[src/rtl/alarm_flag_pkg.sv]
package alarm_flag_pkg;
  localparam int DW = 8;
  localparam int NF = 3;
  localparam int AW = 3;
  localparam int HOUR_IDX = 2;

  localparam logic [AW-1:0] ADR_SEC  = 3'd0;
  localparam logic [AW-1:0] ADR_MIN  = 3'd1;
  localparam logic [AW-1:0] ADR_HOUR = 3'd2;
  localparam logic [AW-1:0] ADR_CTRL = 3'd3;
  localparam logic [AW-1:0] ADR_STAT = 3'd4;
  localparam logic [AW-1:0] ADR_UPD  = 3'd5;

  // flag vector index: 0 update-ended, 1 alarm, 2 periodic
  localparam int FL_UPD = 0;
  localparam int FL_ALM = 1;
  localparam int FL_PER = 2;
  localparam int FL_N   = 3;

  typedef logic [NF-1:0][DW-1:0] field_vec_t;
endpackage

[src/rtl/alarm_match.sv]
module alarm_match
  import alarm_flag_pkg::*;
(
  input  field_vec_t alarm_i,
  input  field_vec_t now_i,
  input  logic       h24_i,
  output logic       hit_o
);
  logic [NF-1:0] ok;

  for (genvar f = 0; f < NF; f++) begin : g_field
    logic dont_care;
    assign dont_care = (alarm_i[f][DW-1:DW-2] == 2'b11);
    if (f == HOUR_IDX) begin : g_hour
      logic pm_ok;
      assign pm_ok = h24_i | (alarm_i[f][DW-1] == now_i[f][DW-1]);
      assign ok[f] = dont_care |
                     (pm_ok && (alarm_i[f][DW-2:0] == now_i[f][DW-2:0]));
    end else begin : g_plain
      assign ok[f] = dont_care | (alarm_i[f] == now_i[f]);
    end
  end

  assign hit_o = &ok;
endmodule

[src/rtl/flag_bank.sv]
module flag_bank
  import alarm_flag_pkg::*;
(
  input  logic            clk,
  input  logic            rst_n,
  input  logic            upd_tick_i,
  input  logic            per_tick_i,
  input  logic            alarm_hit_i,
  input  logic            clear_i,
  input  logic [FL_N-1:0] enable_i,
  output logic [FL_N-1:0] flags_o,
  output logic            irq_o
);
  logic [FL_N-1:0] set_v;

  always_comb begin
    set_v         = '0;
    set_v[FL_UPD] = upd_tick_i;
    set_v[FL_ALM] = upd_tick_i & alarm_hit_i;
    set_v[FL_PER] = per_tick_i;
  end

  always_ff @(posedge clk) begin
    if (!rst_n) flags_o <= '0;
    else        flags_o <= (clear_i ? '0 : flags_o) | set_v;
  end

  assign irq_o = |(flags_o & enable_i);
endmodule

[src/rtl/uip_hold.sv]
module uip_hold #(
  parameter int HOLD_CYCLES = 8
) (
  input  logic clk,
  input  logic rst_n,
  input  logic arm_i,
  output logic busy_o
);
  localparam int CW = $clog2(HOLD_CYCLES + 1);
  logic [CW-1:0] cnt_q;

  always_ff @(posedge clk) begin
    if (!rst_n)            cnt_q <= '0;
    else if (arm_i)        cnt_q <= CW'(HOLD_CYCLES);
    else if (cnt_q != '0)  cnt_q <= cnt_q - 1'b1;
  end

  assign busy_o = (cnt_q != '0);
endmodule

[src/rtl/alarm_flag_unit.sv]
module alarm_flag_unit
  import alarm_flag_pkg::*;
#(
  parameter int HOLD_CYCLES = 8
) (
  input  logic          clk,
  input  logic          rst_n,
  input  logic          upd_tick_i,
  input  logic          per_tick_i,
  input  logic          upd_soon_i,
  input  logic [DW-1:0] now_sec_i,
  input  logic [DW-1:0] now_min_i,
  input  logic [DW-1:0] now_hour_i,
  input  logic          bus_sel_i,
  input  logic          bus_we_i,
  input  logic [AW-1:0] bus_addr_i,
  input  logic [DW-1:0] bus_wdata_i,
  output logic [DW-1:0] bus_rdata_o,
  output logic          irq_o
);
  field_vec_t      alarm_q;
  field_vec_t      now_v;
  logic [FL_N-1:0] irq_en_q;
  logic            hour24_q;
  logic [FL_N-1:0] flags;
  logic            alarm_hit;
  logic            uip_busy;
  logic            wr, rd, rd_stat, rd_upd;
  logic [DW-1:0]   rd_next;

  assign wr      = bus_sel_i & bus_we_i;
  assign rd      = bus_sel_i & ~bus_we_i;
  assign rd_stat = rd && (bus_addr_i == ADR_STAT);
  assign rd_upd  = rd && (bus_addr_i == ADR_UPD);
  assign now_v   = {now_hour_i, now_min_i, now_sec_i};

  for (genvar f = 0; f < NF; f++) begin : g_alarm_reg
    always_ff @(posedge clk) begin
      if (!rst_n)                               alarm_q[f] <= '0;
      else if (wr && (bus_addr_i == AW'(f)))    alarm_q[f] <= bus_wdata_i;
    end
  end

  always_ff @(posedge clk) begin
    if (!rst_n) begin
      irq_en_q <= '0;
      hour24_q <= 1'b0;
    end else if (wr && (bus_addr_i == ADR_CTRL)) begin
      irq_en_q <= bus_wdata_i[6:4];
      hour24_q <= bus_wdata_i[1];
    end
  end

  alarm_match u_match (
    .alarm_i (alarm_q),
    .now_i   (now_v),
    .h24_i   (hour24_q),
    .hit_o   (alarm_hit)
  );

  flag_bank u_flags (
    .clk         (clk),
    .rst_n       (rst_n),
    .upd_tick_i  (upd_tick_i),
    .per_tick_i  (per_tick_i),
    .alarm_hit_i (alarm_hit),
    .clear_i     (rd_stat),
    .enable_i    (irq_en_q),
    .flags_o     (flags),
    .irq_o       (irq_o)
  );

  uip_hold #(.HOLD_CYCLES(HOLD_CYCLES)) u_uip (
    .clk    (clk),
    .rst_n  (rst_n),
    .arm_i  (rd_upd & upd_soon_i),
    .busy_o (uip_busy)
  );

  always_comb begin
    unique case (bus_addr_i)
      ADR_SEC:  rd_next = alarm_q[0];
      ADR_MIN:  rd_next = alarm_q[1];
      ADR_HOUR: rd_next = alarm_q[2];
      ADR_CTRL: rd_next = {1'b0, irq_en_q, 2'b00, hour24_q, 1'b0};
      ADR_STAT: rd_next = {irq_o, flags[FL_PER], flags[FL_ALM], flags[FL_UPD], 4'b0000};
      ADR_UPD:  rd_next = {uip_busy | upd_soon_i, 7'b0};
      default:  rd_next = '0;
    endcase
  end

  always_ff @(posedge clk) begin
    if (!rst_n)  bus_rdata_o <= '0;
    else if (rd) bus_rdata_o <= rd_next;
  end
endmodule

[config.mk]
export PLATFORM = sky130hd
export DESIGN_NAME = alarm_flag_unit
export DESIGN_NICKNAME = d
export VERILOG_FILES = /design/src/rtl/alarm_flag_pkg.sv /design/src/rtl/alarm_match.sv /design/src/rtl/flag_bank.sv /design/src/rtl/uip_hold.sv /design/src/rtl/alarm_flag_unit.sv
export SDC_FILE = /design/constraint.sdc
export NUM_CORES = 1
export LEC_CHECK = 0
export BUFFER_PORTS_ARGS = -buffer_cell sky130_fd_sc_hd__buf_2
export CAP_MARGIN = 20
export CORE_MARGIN = 3
export CORE_UTILIZATION = 40
export CTS_CLUSTER_SIZE = 14
export DETAILED_ROUTE_END_ITERATION = 12
export PLACE_DENSITY = 0.73
export SLEW_MARGIN = 20
export SYNTH_ARGS = -nofsm -noshare
export SYNTH_HDL_FRONTEND = slang
export SYNTH_SLANG_ARGS = --single-unit
[constraint.sdc]
create_clock -name clk -period 3.3 [get_ports clk]
set_input_delay 0.165 -clock clk [delete_from_list [all_inputs] [get_ports clk]]
set_output_delay 0.165 -clock clk [all_outputs]
set_load 0.01 [all_outputs]
Word-level counts from Yosys, hierarchy flattened --
Index checks and enable logic that the tools add are counted. Widths: inputs -> output; s select.
Word-level totals: register bits after elaboration 43, input port bits 42, logic and storage cells 52
Operators by class: reduce and logical (&&, ||, !) cells 13, mux-type cells 4, $add $sub $neg 1, equality and inequality tests 12, bitwise logic cells 13
Operators with widths (number):
- $pmux 8 s6 | 1
- $eq 8x8->1 | 2
- $mux 4 | 2
- $eq 7x7->1 | 1
- $logic_and 1x1->1 | 7
- $eq 2x2->1 const B | 3
- $eq 3x2->1 const B | 2
- $eq 3x3->1 const B | 2
- $or 1x1->1 | 5
- $and 1x1->1 | 4
- $reduce_bool 4->1 | 1
- $sub 4x1->4 const B | 1
- $and 3x3->3 | 1
- $eq 3x1->1 const B | 1
- $logic_not 3->1 | 1
- $mux 3 | 1
- $or 3x3->3 | 1
- $reduce_and 3->1 | 1
- $reduce_or 3->1 | 1
- $not 1->1 | 2
- $reduce_bool 2->1 | 1
- $reduce_or 2->1 | 1
- $eq 1x1->1 | 1

Longest topological paths before layout --
depth in word-level cells 7, depth in mapped cells 7

Cells and area by module --
Synthesis repeated with hierarchy kept, for this count alone.
Second synthesis, totals: cell total of the unflattened synthesis 245, area, all modules 2336.0 um2
By module, submodules not included:
- alarm_flag_unit | times used 1, cells each 176, area an instance 1726.7 um2, seq. area each 720.7 um2
- alarm_match | times used 1, cells each 35, area an instance 285.3 um2, seq. area each 0.0 um2
- uip_hold | times used 1, cells each 22, area an instance 205.2 um2, seq. area each 80.1 um2
- flag_bank | times used 1, cells each 12, area an instance 118.9 um2, seq. area each 60.1 um2

Worst setup path before layout --
Ideal clock, no wire load.
path type register to register, start register u_uip.cnt_q[0], end register bus_rdata_o[7], data required time 3.171 ns, arrival time 1.472 ns, buffers on the path 1, cell stages (with the launch flop) 8, path slack 1.699 ns, period minus slack after synthesis 1.601 ns, library setup time 0.129 ns, cells stage by stage dfxtp_1 -> inv_1 -> ha_1 -> or3b_2 -> clkbuf_1 -> nor3b_1 -> o32a_1 -> a21oi_1
On the way: word-level cells in the longest chain between the ends 3
Ends and longest elaborated chain:
- start, declared | RTL line uip_hold.sv:10 | logic [CW-1:0] cnt_q;
- start signal, assigned | RTL line uip_hold.sv:14 | else if (arm_i) cnt_q <= CW'(HOLD_CYCLES);
- start signal, assigned | RTL line uip_hold.sv:15 | else if (cnt_q != '0) cnt_q <= cnt_q - 1'b1;
- $reduce_bool 4->1 | RTL line uip_hold.sv:18 | assign busy_o = (cnt_q != '0);
- $or 1x1->1 | RTL line alarm_flag_unit.sv:87 | ADR_UPD: rd_next = {uip_busy | upd_soon_i, 7'b0};
- $pmux 8 s6 | RTL line alarm_flag_unit.sv:81 | unique case (bus_addr_i)
- end signal, assigned | RTL line alarm_flag_unit.sv:94 | else if (rd) bus_rdata_o <= rd_next;
- end, declared | RTL line alarm_flag_unit.sv:18 | output logic [DW-1:0] bus_rdata_o,
No other way between the ends. A chain may end at the register's enable or synchronous reset.

Worst setup path in the final report --
Ends and elaborated chain as after synthesis.

==> results.txt <==
final core utilization: 0.493
vias in the first global route: 1,793
Slew headroom: 0.563
Netlist Area Pre-Place: 2200 um^2
FF-to-FF End: bus_rdata_o[7]
worst r2r src: u_uip.cnt_q[0]
Least-Margin Pin Slew: 654 ps
setup TNS: 0 ps
dominant synthesized flop cell: dfxtp_1
Critical Path Slowest Stage Cell: or3b_2
effective utilization at floorplan: 0.423
cell depth of the worst hold path: 3
Slew Viols, Final: 0
worst vdd ir: 0.212 mV
CTS root buf: clkbuf_8
largest net degree at the start of global routing: 39
CTS tree: built
Post-CTS Setup Inserts: 0
# DRC: 0
R2R cell count: 6
Core Region: 5200 um^2
grt ovf: 0
Die ar.: 6430 um^2
clk_lat worst skew: 310 ps
routed wire length: 5410 um
Sink Count: 43
Post-synth EDFFs: 0
crit-path max FO: 5
Resized Gates After CTS: 0
synth cell count leaders: dfxtp_1, nor2_1, xor2_1
worst path cell trace: inv_1 -> ha_1 -> or3b_2 -> nor3b_1 -> o32a_1 -> a21oi_1
static leakage: 0.00111 uW
PD cells: 454 nW/um^2
number of synthesized register bits: 43
Antenna Violating Nets Remaining: 0
chip height: 80.2 um
initial antenna violation count: 0
wire length per cell: 15.5 um
Final Hold Vio Count: 0
chip width: 80.2 um
NetSw: 328 uW
Total GRT Usage: 0.181
synth warn: 0
critical path type: flop to flop
Sw Share: 0.282
row count: 26
Pre-Repair DR Iteration Count: 4
Arrival @ worst endpoint: 1820 ps
first-pass GRT wire length: 8810 um
cell taking the most area after synthesis: dfxtp_1
Cell Int Power: 834 uW
unrepaired setup endpoints after global routing: no
HP Class: input port to flop
Clock Path Buffers: 2
hold path start: per_tick_i
Worst EP required: 3480 ps
layout cells sized above 1: 0.237
top-count cell post-synth: dfxtp_1
Gate power share: 0.183
status: finished, final reports clean
Cells after Synth: 233
DP HPWL: 4040 um
Worst setup EP type: flop
Worst Skew: 8.80 ps
Via Count: 1,860
sequential share of power: 0.489
synth top area cells: dfxtp_1, mux2i_1, xor2_1
syn_area_per_cell: 9.45 um^2
min cycle time layout: 1650 ps
hold_buf cts: 0
critical path startpoint category: flop
Netlist cell types: 39
sequential-to-total area share from yosys stat: 0.391
max_cap viols: 0
CTS Buf Count: 5
Max Clk Rate: 607 MHz
Synth top area share: 0.391
Via density: 5.34
part of the power in the clock network: 0.328
final period utilization: 0.500
Min-Delay Endpoint: u_flags.flags_o[2]
Clock Pin Slew Worst Setup and Hold Paths: 80 ps
R2R setup slack: 1650 ps
I/O Pins: 51
slowest stage delay, CP: 510 ps
Final Setup Violations: 0
Area Overhead vs Synth: 16.4%
H-tree level count: 2
syn nets: 277
share of flip-flops with an asynchronous set or reset: 0
n_diodes: 0
DRT iter0 DRCs: 109
NumNets Final: 321
IO buf count: 50
routability congestion estimate: 0.829
power by group through the flow:
stage	Combinational, uW	Sequential, uW	Clock (uW)
3_3_place_gp	206	580	0
3_5_place_dp	211	581	0
2_1_floorplan	155	577	0
5_1_grt	244	572	417
6_report	212	569	382
4_1_cts	213	569	387
per-stage QoR:
stage | hold WS, ps | worst slack [ps] | power [uW] | area (um^2) | instances
5_1_grt | 67.9 | 1470 | 1230 | 2560 | 348
6_report | 70.9 | 1650 | 1160 | 2560 | 348
3_3_place_gp | 371 | 1630 | 786 | 2460 | 340
2_1_floorplan | 282 | 1700 | 733 | 2200 | 233
4_1_cts | 65.0 | 1650 | 1170 | 2560 | 348
3_5_place_dp | 395 | 1610 | 792 | 2460 | 340
worst max-delay path: cells and delay by family, from the launching register on:
kind                       cells  cell delay (ps)
and+or+nand+nor                2              720
DFF                            1              330
AOI/OAI and AO/OA              2              230
adders and majority gates      1              160
buffers and inverters          1               80
cells by family after synthesis:
| kind of cell | after synthesis | synth area share |
|---|---|---|
| xor+xnor | 26 | 0.103 |
| flops | 43 | 0.391 |
| buf+inv | 17 | 0.0432 |
| compound gates | 43 | 0.126 |
| fa+ha+maj | 2 | 0.0114 |
| simple gates | 74 | 0.174 |
| mux | 28 | 0.152 |
flip-flops by register name (all words and copies together) (netlist names):
name             cells
alarm_q             24
bus_rdata_o          8
u_uip.cnt_q          4
irq_en_q             3
u_flags.flags_o      3
hour24_q             1
final cells by class:
class                   instances  area (um^2)
well taps                      70         87.6
repair buffers                 50          250
clock buffers                   7         96.3
clock inverters                 1         7.51
inverters                       4         15.0
multi-input cells             173         1250
fillers                       514         2640
flip-flops and latches         43          861
worst max path at each step:
stage	end	depth (start not counted)	from
finish	bus_rdata_o[7]	6	u_uip.cnt_q[0]
global route	bus_rdata_o[7]	6	u_uip.cnt_q[0]
CTS	bus_rdata_o[7]	6	u_uip.cnt_q[0]
detailed placement	alarm_q[4]	5	bus_addr_i[0]
global placement	bus_rdata_o[4]	5	bus_addr_i[1]
floorplan	bus_rdata_o[7]	7	u_uip.cnt_q[0]
layout by cell type, fill, tap and decap left out, types with 2 or more instances in the layout:
| master | n |
|---|---|
| mux2i_1 | 24 |
| nor4_1 | 5 |
| ha_1 | 2 |
| nand2b_1 | 3 |
| nor3_1 | 2 |
| nor2_1 | 35 |
| or3_1 | 3 |
| xor2_1 | 25 |
| a211oi_1 | 4 |
| clkbuf_8 | 7 |
| a22oi_1 | 6 |
| inv_1 | 3 |
| buf_2 | 50 |
| a31oi_1 | 3 |
| o2bb2ai_1 | 3 |
| a21oi_1 | 13 |
| nor2b_1 | 6 |
| o21ai_0 | 9 |
| mux4_2 | 3 |
| dfxtp_1 | 43 |
| nand2_1 | 12 |
metal layers:
layer / track usage / share of wire
met5: 0 / 0
met4: 0.0760 / 0.024
met3: 0.0594 / 0.063
met2: 0.268 / 0.44
met1: 0.239 / 0.47
(Power assumes the default switching activity.)
